<file path="src/rtl/pmc_pkg.sv">
package pmc_pkg;
  localparam int MODE_W = 2;

  typedef enum logic [MODE_W-1:0] {
    PM_RUN   = 2'b00,
    PM_SLOW  = 2'b01,
    PM_IDLE  = 2'b10,
    PM_SLEEP = 2'b11
  } pm_mode_e;

  typedef struct packed {
    logic cpu;
    logic fast;
    logic slow;
  } pm_gate_t;
endpackage

</file>
<file path="src/rtl/pmc_status.sv">
module pmc_status (
  input  logic clk,
  input  logic rst_n,
  input  logic ext_rst,
  input  logic wdt_tmo,
  input  logic sleep_cmd,
  input  logic wdt_clr,
  input  logic asleep,
  output logic stat_t,
  output logic stat_p
);
  logic t_q, p_q;

  // priority: external reset, time-out, sleep, watchdog clear
  always_ff @(posedge clk or negedge rst_n) begin
    if (!rst_n) begin
      t_q <= 1'b1;
      p_q <= 1'b1;
    end else if (ext_rst) begin
      if (asleep) begin
        t_q <= 1'b1;
        p_q <= 1'b0;
      end
    end else if (wdt_tmo) begin
      t_q <= 1'b0;
      p_q <= !asleep;
    end else if (sleep_cmd) begin
      t_q <= 1'b1;
      p_q <= 1'b0;
    end else if (wdt_clr) begin
      t_q <= 1'b1;
      p_q <= 1'b1;
    end
  end

  assign stat_t = t_q;
  assign stat_p = p_q;

  p_sleep_instr_r4: assert property (@(posedge clk) disable iff (!rst_n)
    sleep_cmd && !ext_rst && !wdt_tmo |=> t_q && !p_q);
  p_wdt_clear_r5: assert property (@(posedge clk) disable iff (!rst_n)
    wdt_clr && !sleep_cmd && !ext_rst && !wdt_tmo |=> t_q && p_q);
  p_tmo_clears_t_r6: assert property (@(posedge clk) disable iff (!rst_n)
    wdt_tmo && !ext_rst |=> !t_q);
  p_ext_awake_keeps_r7: assert property (@(posedge clk) disable iff (!rst_n)
    ext_rst && !asleep |=> $stable(t_q) && $stable(p_q));
endmodule

</file>
<file path="src/rtl/pmc_seq.sv">
module pmc_seq
  import pmc_pkg::*;
(
  input  logic              clk,
  input  logic              rst_n,
  input  logic              slow_tick,
  input  logic              ext_rst,
  input  logic              wdt_tmo,
  input  logic              sleep_cmd,
  input  logic              wake_evt,
  input  logic              req_vld,
  input  logic [MODE_W-1:0] req_mode,
  output pm_mode_e          mode_o,
  output logic              asleep
);
  pm_mode_e pend_q, mode_q;
  logic     dormant, to_run;

  assign dormant = (mode_q == PM_SLEEP) || (mode_q == PM_IDLE);
  assign to_run  = ext_rst || wdt_tmo || (wake_evt && dormant);

  // pending target: return-to-run beats sleep strobe beats request
  always_ff @(posedge clk or negedge rst_n) begin
    if (!rst_n)         pend_q <= PM_RUN;
    else if (to_run)    pend_q <= PM_RUN;
    else if (sleep_cmd) pend_q <= PM_SLEEP;
    else if (req_vld)   pend_q <= pm_mode_e'(req_mode);
  end

  // commit on slow tick; leaving sleep needs no tick (slow clock is stopped)
  always_ff @(posedge clk or negedge rst_n) begin
    if (!rst_n)                               mode_q <= PM_RUN;
    else if (slow_tick || mode_q == PM_SLEEP) mode_q <= pend_q;
  end

  assign mode_o = mode_q;
  assign asleep = (mode_q == PM_SLEEP);

  p_hold_without_tick_r9: assert property (@(posedge clk) disable iff (!rst_n)
    !slow_tick && mode_q != PM_SLEEP |=> $stable(mode_q));
  p_sleep_exit_r9: assert property (@(posedge clk) disable iff (!rst_n)
    mode_q == PM_SLEEP |=> mode_q == $past(pend_q));
  p_wake_idle_r8: assert property (@(posedge clk) disable iff (!rst_n)
    wake_evt && mode_q == PM_IDLE |=> pend_q == PM_RUN);
endmodule

</file>
<file path="src/rtl/pmc_gate.sv">
module pmc_gate
  import pmc_pkg::*;
(
  input  pm_mode_e mode_i,
  output pm_gate_t gate_o
);
  always_comb begin
    unique case (mode_i)
      PM_RUN:   gate_o = '{cpu: 1'b1, fast: 1'b1, slow: 1'b1};
      PM_SLOW:  gate_o = '{cpu: 1'b1, fast: 1'b0, slow: 1'b1};
      PM_IDLE:  gate_o = '{cpu: 1'b0, fast: 1'b0, slow: 1'b1};
      default:  gate_o = '{cpu: 1'b0, fast: 1'b0, slow: 1'b0};
    endcase
  end
endmodule

</file>
<file path="src/rtl/pwr_mode_ctrl.sv">
module pwr_mode_ctrl
  import pmc_pkg::*;
(
  input  logic       clk,
  input  logic       rst_n,
  input  logic       slow_tick,
  input  logic       ext_rst,
  input  logic       wdt_tmo,
  input  logic       sleep_cmd,
  input  logic       wdt_clr,
  input  logic       wake_evt,
  input  logic       req_vld,
  input  logic [1:0] req_mode,
  output logic [1:0] mode_o,
  output logic       cpu_en,
  output logic       fast_clk_en,
  output logic       slow_clk_en,
  output logic       stat_t,
  output logic       stat_p
);
  pm_mode_e mode_w;
  pm_gate_t gate_w;
  logic     asleep_w;

  pmc_seq u_seq (
    .clk       (clk),
    .rst_n     (rst_n),
    .slow_tick (slow_tick),
    .ext_rst   (ext_rst),
    .wdt_tmo   (wdt_tmo),
    .sleep_cmd (sleep_cmd),
    .wake_evt  (wake_evt),
    .req_vld   (req_vld),
    .req_mode  (req_mode),
    .mode_o    (mode_w),
    .asleep    (asleep_w)
  );

  pmc_status u_status (
    .clk       (clk),
    .rst_n     (rst_n),
    .ext_rst   (ext_rst),
    .wdt_tmo   (wdt_tmo),
    .sleep_cmd (sleep_cmd),
    .wdt_clr   (wdt_clr),
    .asleep    (asleep_w),
    .stat_t    (stat_t),
    .stat_p    (stat_p)
  );

  pmc_gate u_gate (
    .mode_i (mode_w),
    .gate_o (gate_w)
  );

  assign mode_o      = mode_w;
  assign cpu_en      = gate_w.cpu;
  assign fast_clk_en = gate_w.fast;
  assign slow_clk_en = gate_w.slow;

  p_cpu_needs_slow_r2: assert property (@(posedge clk) disable iff (!rst_n)
    cpu_en |-> slow_clk_en);
  p_fast_needs_cpu_r2: assert property (@(posedge clk) disable iff (!rst_n)
    fast_clk_en |-> cpu_en);
endmodule

</file>
<file path="config.mk">
export PLATFORM = sky130hd
export DESIGN_NAME = pwr_mode_ctrl
export DESIGN_NICKNAME = d
export VERILOG_FILES = /design/src/rtl/pmc_pkg.sv /design/src/rtl/pmc_status.sv /design/src/rtl/pmc_seq.sv /design/src/rtl/pmc_gate.sv /design/src/rtl/pwr_mode_ctrl.sv
export SDC_FILE = /design/constraint.sdc
export NUM_CORES = 1
export LEC_CHECK = 0
export BUFFER_PORTS_ARGS = -buffer_cell sky130_fd_sc_hd__buf_4
export CAP_MARGIN = 15
export CELL_PAD_IN_SITES_DETAIL_PLACEMENT = 0
export CELL_PAD_IN_SITES_GLOBAL_PLACEMENT = 1
export CORE_AREA = 2 2 39 41
export CTS_CLUSTER_SIZE = 10
export DETAILED_ROUTE_END_ITERATION = 10
export DIE_AREA = 0 0 41 43
export GPL_ROUTABILITY_DRIVEN = 0
export PLACE_DENSITY = 0.64
export SLEW_MARGIN = 10
export SYNTH_ARGS = -nofsm -noshare
export SYNTH_HDL_FRONTEND = slang
export SYNTH_SLANG_ARGS = --single-unit
export TNS_END_PERCENT = 5
</file>
<file path="constraint.sdc">
create_clock -name clk -period 1.08 [get_ports clk]
set_input_delay 0.054 -clock clk [delete_from_list [all_inputs] [get_ports clk]]
set_output_delay 0.054 -clock clk [all_outputs]
set_load 0.02 [all_outputs]
</file>
Word-level counts from Yosys, hierarchy flattened
Index checks and enable logic that the tools add are counted.
{ "classes": {"n_eq_ne": 4, "n_mux": 13, "n_reduce_logical": 10} }
{ "op_table": {"columns": ["cell", "n"], "rows": [
  ["1-bit two-way mux", 9],
  ["3-bit one-hot mux with 3 select lines", 1],
  ["2-bit two-way mux", 3],
  ["2-bit == test, second input constant", 2],
  ["1-bit logical OR", 4],
  ["4-bit nonzero test", 1],
  ["3-bit nonzero test", 1],
  ["2-bit by 1-bit == test with 1-bit output, second input constant", 1],
  ["2-bit zero test", 1],
  ["2-bit by 1-bit inequality test with 1-bit output, second input constant", 1],
  ["2-bit AND reduction", 1],
  ["1-bit logical AND", 1],
  ["1-bit zero test", 1]
]} }
{ "totals": {"register_bits": 6, "output_inout_bits": 7, "elab_cells": 31} }

Logic depth before layout (Yosys ltp)
Gate-level depths: netlist of the first run.
{ "depth": {"depth_word": 5, "depth_mapped": 3, "ltp_nobuf": 3} }

By module
Synthesis of the first run repeated with hierarchy kept, for this count alone.
{ "hier_totals": {"hier_cells": 27, "hier_area_um2": 306.5} }
{ "modules_own_cells": {"columns": ["mod", "instances", "cells_each", "area_per_inst_um2", "seq_area_each_um2"], "rows": [
  ["pmc_seq", 1, 14, 188.9, 100.1],
  ["pmc_status", 1, 10, 106.4, 52.6],
  ["pmc_gate", 1, 3, 11.3, 0.0]
]} }

Worst setup path before layout of the first run
OpenSTA, ideal clock, no wires.
{ "synth_timing": {"path_type": "reg2reg", "start": "register u_seq.mode_q[1], in the netlist u_seq.mode_o[1]", "end": "register u_status.p_q, in the netlist u_status.stat_p", "setup_time_ns": 0.080, "arrival_time_ns": 0.963, "t_required_ns": 1.000, "setup_slack_ns": 0.037, "path_stages_with_launch": 4, "path_buffers": 0, "synth_period_minus_slack_ns": 1.043, "path_cell_list": "dfrtp_1 > nand2_2 > a22oi_2 > o21ai_1"} }
{ "synth_between": {"elab_chain_len": 4, "elab_cells_between_ends": 6} }
{ "synth_lines": {"columns": ["element", "line", "rtl"], "rows": [
  ["from (decl)", "pmc_seq.sv:16", "pm_mode_e pend_q, mode_q;"],
  ["from (signal assigned)", "pmc_seq.sv:33", "else if (slow_tick || mode_q == PM_SLEEP) mode_q <= pend_q;"],
  ["2-bit == test (*)", "pmc_seq.sv:37", "assign asleep = (mode_q == PM_SLEEP);"],
  ["1-bit zero test", "pmc_status.sv:26", "p_q <= !asleep;"],
  ["1-bit two-way mux", "pmc_status.sv:24", "end else if (wdt_tmo) begin"],
  ["1-bit two-way mux", "pmc_status.sv:19", "end else if (ext_rst) begin"],
  ["to (signal assigned)", "pmc_status.sv:26", null],
  ["to (decl)", "pmc_status.sv:12", "logic t_q, p_q;"]
]} }
Every way passes the cells marked *; elsewhere a longest branch is shown, timed or not.
A chain may end at the register's enable or synchronous reset.

Worst setup path in the final report of the first run
{ "layout_timing": {"start": "register u_seq.mode_q[1], in the netlist u_seq.mode_o[1]", "end": "output fast_clk_en"} }
{ "layout_between": {"elab_chain_len": 2, "elab_cells_between_ends": 4} }
{ "layout_lines": {"columns": ["element", "line", "rtl"], "rows": [
  ["2-bit == test (tied with other cells)", "pmc_gate.sv:8", "unique case (mode_i)"],
  ["3-bit one-hot mux with 3 select lines (*)", "pmc_gate.sv:8", null],
  ["to (decl)", "pwr_mode_ctrl.sv:16", "output logic fast_clk_en,"]
]} }
Marks and branches as above.

==> metrics.txt, run 1 <==
cell with the most instances after synthesis nor2_1; dpl cell area roughly 440 µm²; post-synth top area share roughly a third; final net count 65; antenna viol nets, final 0; CTS max path bufs 2; Hold Fails Final Rpt 0; #FFs+latches synth 6; Syn Area/Cell around 10 µm²; Post-synth EDFFs 0; Final setup viols 0; overall power approximately 0.0007 W; Synth Instances 29; worst hold path class in -> reg; CTS tree yes; Sink Count 6; Cell Rows 14; Worst Path Arrival between 0.9 and 1 ns; Layout Cell Area excl Fill 500.5 µm²; H-tree Lvls 1; Die Wd ~40 µm; pwr dens 1394 nW/µm²; IO Pins 18; min-delay src sleep_cmd; Placed Instances 62; max cap viols 0; 1st-pass router iterations 2; Filler cells 144; Synth async-reset ratio between 90% and 100%; Crit Path Max Fanout 7; setup tns final 0 ns; delay-heaviest family, CP flip-flops; Worst Max-Slew Pin Slew approximately 0.21 ns; Via Count between 200 and 300; WL per Instance a little under 10 µm; CP max-delay cell dfrtp_2; CTS Root Cell clkbuf_4; skew final 0.005996 ns; leading area contributor after synthesis dfrtp_1; CP max stage delay 0.45 ns; TritonCTS Buffers 3; layout cells sized above 1 a little over half; Seq/Total Area, Yosys a little over half; largest cells by area after synthesis dfrtp_1 34%, dfstp_2 18%, nor2_1 10%; Peak Freq ~1 GHz; initial antenna violation count 0; Initial Util between 20% and 30%; dpl hpwl roughly 550 µm; Yosys warnings 0; leakage between 0.2 and 0.25 nW; Area Growth Syn to Fin 72.41%; overall global routing resource usage approximately a tenth; dpl ws 0.08832 ns; slew margin rel. a little under nine tenths; DIE AREA roughly 1800 µm²; CTS clk-pin slew, worst paths about 0.05 ns; routed wire length approximately 670 µm; register-to-register setup slack 0.17 ns; Post-synth top cells 8 x nor2_1, 4 x dfrtp_1, 2 x dfstp_2, 2 x mux2_2, 2 x o21a_1; first-pass GRT wire length approximately 1100 µm; Hold EP u_seq.pend_q[0]; largest net degree at the start of global routing 8; vias in the first global route ~290; ys flop type dfrtp_1; worst r2r src u_seq.pend_q[0]; status completed; Synth cell types 16; Avg Vias per Cell roughly 4.2; syn nets 40; crit path buf inv count 1; RSZ-0062 raised after global routing no; grt ovf 0; final worst path period share roughly 90%; post-synthesis cell area ~290 µm²; crit path from u_seq.mode_o[1]; Final Worst Setup Slack 0.08043 ns; Post-CTS Setup Inserts 0; Final min period ~1 ns; drc violations 0; clock latency on the worst-skew pair between 0.2 and 0.25 ns; critical path startpoint category flip-flop; Port Buffers 17; hold depth 2; VDD IR max between 500 and 600 µV; Max Transition Viols Final 0; ANT cells 0; core area about 1400 µm²; reg-to-reg endpoint u_seq.pend_q[0]; Layout Cells excl Fill 69; Critical Path, Cell by Cell nor2_1 -> buf_4; reg2reg path depth 2; WP data required roughly 1 ns; critical path type reg -> out; drt initial violations 4; Setup crit end kind output pin; Die H ~43 µm
==> report_power, final <==
| group | internal, W | switching, W |
|---|---|---|
| Combinational | 0.000102 | 0.0000950 |
| Sequential | 0.000256 | 0.0000240 |
| Clock | 0.000140 | 0.0000809 |
| Total | 0.000498 | 0.000200 |
==> sequential cells by signal (all words and copies together), names as in the netlist <==
signal	flops
u_status.stat_t	1
u_status.stat_p	1
u_seq.pend_q	2
u_seq.mode_o	2
==> placed cells by master (no fill, tap or decap) <==
cell type,instances
a211oi_2,1
a21o_1,1
a22oi_2,1
buf_4,17
clkbuf_1,1
clkbuf_4,3
dfrtp_1,3
dfrtp_2,1
dfstp_2,2
dlygate4sd3_1,3
inv_1,1
mux2_2,2
nand2_1,1
nand2_2,1
nand3_1,1
nor2_1,8
nor3_1,1
o21a_1,2
o21ai_1,1
o31ai_1,1
or2_2,1
==> how the worst max path moves through the flow <==
stage	end	slack (ns)	cells after the start
6_report	fast_clk_en	0.08	2
5_1_grt	fast_clk_en	0.01	2
4_1_cts	slow_clk_en	0.04	2
3_5_place_dp	u_seq.pend_q[1]	0.09	2
3_3_place_gp	u_seq.pend_q[1]	0.11	2
2_1_floorplan	u_status.stat_p	0.04	3
==> metrics by stage <==
| step | util, % | hold WS (ns) |
|---|---|---|
| 5_1_grt | 36.17 | 0.05448 |
| 4_1_cts | 35.71 | 0.05179 |
| 3_5_place_dp | 31.65 | -0.1334 |
| 2_1_floorplan | - | -0.2416 |
| 6_report | 36.17 | 0.05921 |
| 3_3_place_gp | 31.65 | -0.1355 |
==> layout make-up <==
| class | instances | area, µm² | area share [%] |
|---|---|---|---|
| timing repair buffer | 20 | 157.7 | 31.50 |
| sequential | 6 | 153.9 | 30.75 |
| multi-input combinational | 22 | 138.9 | 27.75 |
| clock buffer | 4 | 26.28 | 5.250 |
| tap | 16 | 20.02 | 4.000 |
| inverter | 1 | 3.754 | 0.7500 |
==> metal layers <==
metal	track usage [%]	part of all wire [%]	wire length, µm
met2	14.06	43	288
met3	3.665	10	70
met5	0	0	0
met4	8.000	0	0
met1	10.60	46	312
==> repair_timing <==
action                                  in CTS  in global routing
endpoints found under the hold margin        8                  0
endpoints found under the setup margin       0                  4
hold buffers                                 3                  0
resized for setup                            0                  2
==> cell families (layout without fill, tap and decap cells) <==
kind of cell    count (synthesis)  after routing  share of synthesized area, %
flops                           6              6                         52.59
mux                             2              2                         7.758
buf+inv                         1             25                         1.292
compound gates                  7              7                         18.96
simple gates                   13             13                         19.40
Power figures use the tool's default switching activity.
==> run 2: changes to the inputs <==
--- a/config.mk
+++ b/config.mk
@@ -18,5 +18,6 @@
 export SLEW_MARGIN = 10
 export SYNTH_ARGS = -nofsm -noshare
 export SYNTH_HDL_FRONTEND = slang
+export SYNTH_HIERARCHICAL = 1
 export SYNTH_SLANG_ARGS = --single-unit
 export TNS_END_PERCENT = 5
==> run 2 against run 1 <==
Clock skew up 0.0034 ns; critical path type unchanged; sequential cell count did not move; critical endpoint unchanged; largest cell class unchanged; power is 7.0% higher.
==> metrics.txt, run 2 <==
status completed (unchanged); core area 1384 µm² (unchanged); leading area contributor after synthesis dfrtp_1 (unchanged); drc violations 0 (unchanged); 1st-pass router iterations 2 (unchanged); worst hold path class in -> reg (unchanged); ANT cells 0 (unchanged); #FFs+latches synth 6 (unchanged); grt ovf 0 (unchanged); initial antenna violation count 0 (unchanged); H-tree Lvls 1 (unchanged); Port Buffers 17 (unchanged); drt initial violations 1 (was 4); Post-synth top cells 4 x dfrtp_1, 4 x nor2_1 (was 8 x nor2_1, 4 x dfrtp_1, 2 x dfstp_2, 2 x mux2_2, 2 x o21a_1); GR Layer Usage met1 11.55% (was 10.60%); reg2reg path depth 4 (was 2); VDD IR max 469.6 µV (was 541.5 µV); ys flop type dfrtp_1 (unchanged); most frequent cells in the layout 17 x buf_4, 4 x dfrtp_1, 3 x clkbuf_4, 3 x buf_6, 3 x nor2_1 (was 17 x buf_4, 8 x nor2_1, 3 x clkbuf_4, 3 x dlygate4sd3_1, 3 x dfrtp_1); Filler cells 145 (was 144); register-to-register setup slack 0.06 ns (was 0.17 ns); WL per Instance 11.25 µm (was 9.725 µm); syn nets 38 (was 40); reg-to-reg endpoint u_status/stat_t (was u_seq.pend_q[0]); critical path startpoint category flip-flop (unchanged); min-delay src slow_tick (was sleep_cmd); Final Core Density 38.79% (was 36.17%); Initial Util 22.15% (was 20.98%); Hold Fails Final Rpt 0 (unchanged); final worst path period share 95.16% (was 92.55%); Peak Freq 0.9730 GHz (was 1.000 GHz); critical path type reg -> out (unchanged); hold depth 2 (unchanged); Area Growth Syn to Fin 75.10% (was 72.41%); IO Pins 18 (unchanged); final net count 64 (was 65); post-synth top area share 32.65% (was 34.48%); Max Transition Viols Final 0 (unchanged); skew final 0.009402 ns (was 0.005996 ns); post-synthesis cell area 306.5 µm² (was 290.3 µm²); Worst Path Arrival 0.97 ns (was 0.95 ns); CP max stage delay 0.38 ns (was 0.45 ns); multi-input combinational cell area 162.7 µm² (was 138.9 µm²); Hold EP u_seq/mode_o[0] (was u_seq.pend_q[0]); Final setup viols 0 (unchanged); Synth Instances 27 (was 29); layout cells sized above 1 59.62% (was 54.72%); CTS tree yes (unchanged); cell mode on critical path buf_6; met2 usage 13.75% (was 14.06%); slew margin rel. 84.08% (was 85.98%); GR peak layer met2 (unchanged); leakage 0.2607 nW (was 0.2388 nW); max cap viols 0 (unchanged); DIE AREA 1763 µm² (unchanged); Critical Path, Cell by Cell buf_6 -> nor2_4 -> buf_6 (was nor2_1 -> buf_4); Synth cell types 17 (was 16); overall global routing resource usage 10.12% (was 9.726%); antenna viol nets, final 0 (unchanged); Seq/Total Area, Yosys 49.80% (was 52.59%); Avg Vias per Cell 4.412 (was 4.232); vias in the first global route 282 (was 293); Syn Area/Cell 11.35 µm² (was 10.01 µm²); WP data required 1.03 ns (about the same); Post-synth EDFFs 0 (unchanged); RSZ-0062 raised after global routing yes (was no); Via Count 300 (was 292); dpl hpwl 548.6 µm (was 550.2 µm); CTS Root Cell clkbuf_4 (unchanged); crit path buf inv count 2 (was 1); Crit Path Max Fanout 5 (was 7); pwr dens 1391 nW/µm² (was 1394 nW/µm²); overall power 0.0007469 W (was 0.0006978 W); CP max-delay cell dfrtp_1 (was dfrtp_2); Crit path depth 3 (was 2); largest net degree at the start of global routing 7 (was 8); Die H 43 µm (unchanged); largest cells by area after synthesis dfrtp_1 33%, dfstp_2 17%, mux2_4 9.8% (was dfrtp_1 34%, dfstp_2 18%, nor2_1 10%); Cell Rows 14 (unchanged); sequential standard cell area 152.6 µm² (was 153.9 µm²); TritonCTS Buffers 3 (unchanged); CTS clk-pin slew, worst paths 0.05 ns (about the same); Synth async-reset ratio 100.0% (unchanged); most common cell after layout, fill and taps aside buf_4 (unchanged); Worst Max-Slew Pin Slew 0.2366 ns (was 0.2085 ns); clock latency on the worst-skew pair 0.25 ns (was 0.24 ns); Final min period 1.028 ns (was 0.9996 ns); worst r2r src u_seq/mode_o[1] (was u_seq.pend_q[0]); Setup crit end kind output pin (unchanged); met3 Use GR 4.712% (was 3.665%); CTS max path bufs 2 (unchanged); Yosys warnings 6 (was 0); first-pass GRT wire length 1131 µm (was 1110 µm); routed wire length 765 µm (was 671 µm); delay-heaviest family, CP flip-flops (unchanged); Die Wd 41 µm (unchanged); Sink Count 6 (unchanged)
run 2: cell count changes in the layout (fill, tap and decap cells not counted), moves of 2 or more:
cell,delta
mux2_4,+2
nor2_1,-5
o22a_1,+2
dlygate4sd3_1,-2
buf_6,+3
mux2_2,-2
run 2: logic make-up after synthesis:
family          after synthesis  synth area share [%]
simple gates                 11                 19.18
compound gates                6                 16.73
flops                         6                 49.80
mux                           3                 13.06
buf+inv                       1                 1.223
run 2: per-layer routing:
| metal | vias up | wire (µm) | share of wire, % |
|---|---|---|---|
| met5 | - | 0 | 0 |
| met2 | 12 | 362 | 47 |
| li1 | 149 | - | - |
| met4 | 0 | 6 | 0.78 |
| met3 | 2 | 73 | 9.5 |
| met1 | 137 | 323 | 42 |
run 2: repair_timing:
action,4_1_cts,5_1_grt
endpoints found under the hold margin,6,0
endpoints found under the setup margin,1,2
gates cloned,0,0
hold buffers,1,0
gates resized for setup,1,5
setup buffers,1,0
pin swaps,1,2
run 2: how the worst max path moves through the flow:
stage	endpoint	start
6_report	fast_clk_en	u_seq/mode_o[0]
5_1_grt	u_status/stat_t	u_seq/mode_o[1]
4_1_cts	fast_clk_en	u_seq/mode_o[1]
3_5_place_dp	u_seq/pend_q[0]	u_seq/pend_q[0]
3_3_place_gp	u_seq/pend_q[0]	u_seq/pend_q[0]
2_1_floorplan	u_status/stat_t	u_seq/mode_o[1]
run 2: layout make-up:
| type | count | share of cell area [%] |
|---|---|---|
| Timing Repair Buffer | 21 | 31.93 |
| Multi-Input combinational cell | 20 | 30.30 |
| Inverter | 1 | 0.6993 |
| Sequential cell | 6 | 28.44 |
| Tap cell | 16 | 3.730 |
| Clock buffer | 4 | 4.895 |
run 2: report_power, final:
| group | total [W] | leakage (nW) | switching (W) | internal [W] |
|---|---|---|---|---|
| logic | 0.000247 | 0.172 | 0.000114 | 0.000133 |
| clock network | 0.000224 | 0.0150 | 0.0000840 | 0.000140 |
| registers | 0.000275 | 0.0732 | 0.0000179 | 0.000257 |
| total | 0.000747 | 0.261 | 0.000216 | 0.000531 |
run 2: stage by stage:
stage	TNS (ns)	instances	hold slack, ns	setup WS (ns)	area (µm²)
after floorplan	0	27	-0.2416	0.03890	306.5
after global placement	0	62	-0.1334	0.1537	469.2
after detailed placement	0	62	-0.1334	0.1601	469.2
after CTS	0	68	0.04063	0.002163	516.7
after global routing	-0.01633	68	0.04913	-0.01633	536.8
final	0	68	0.05128	0.05227	536.8
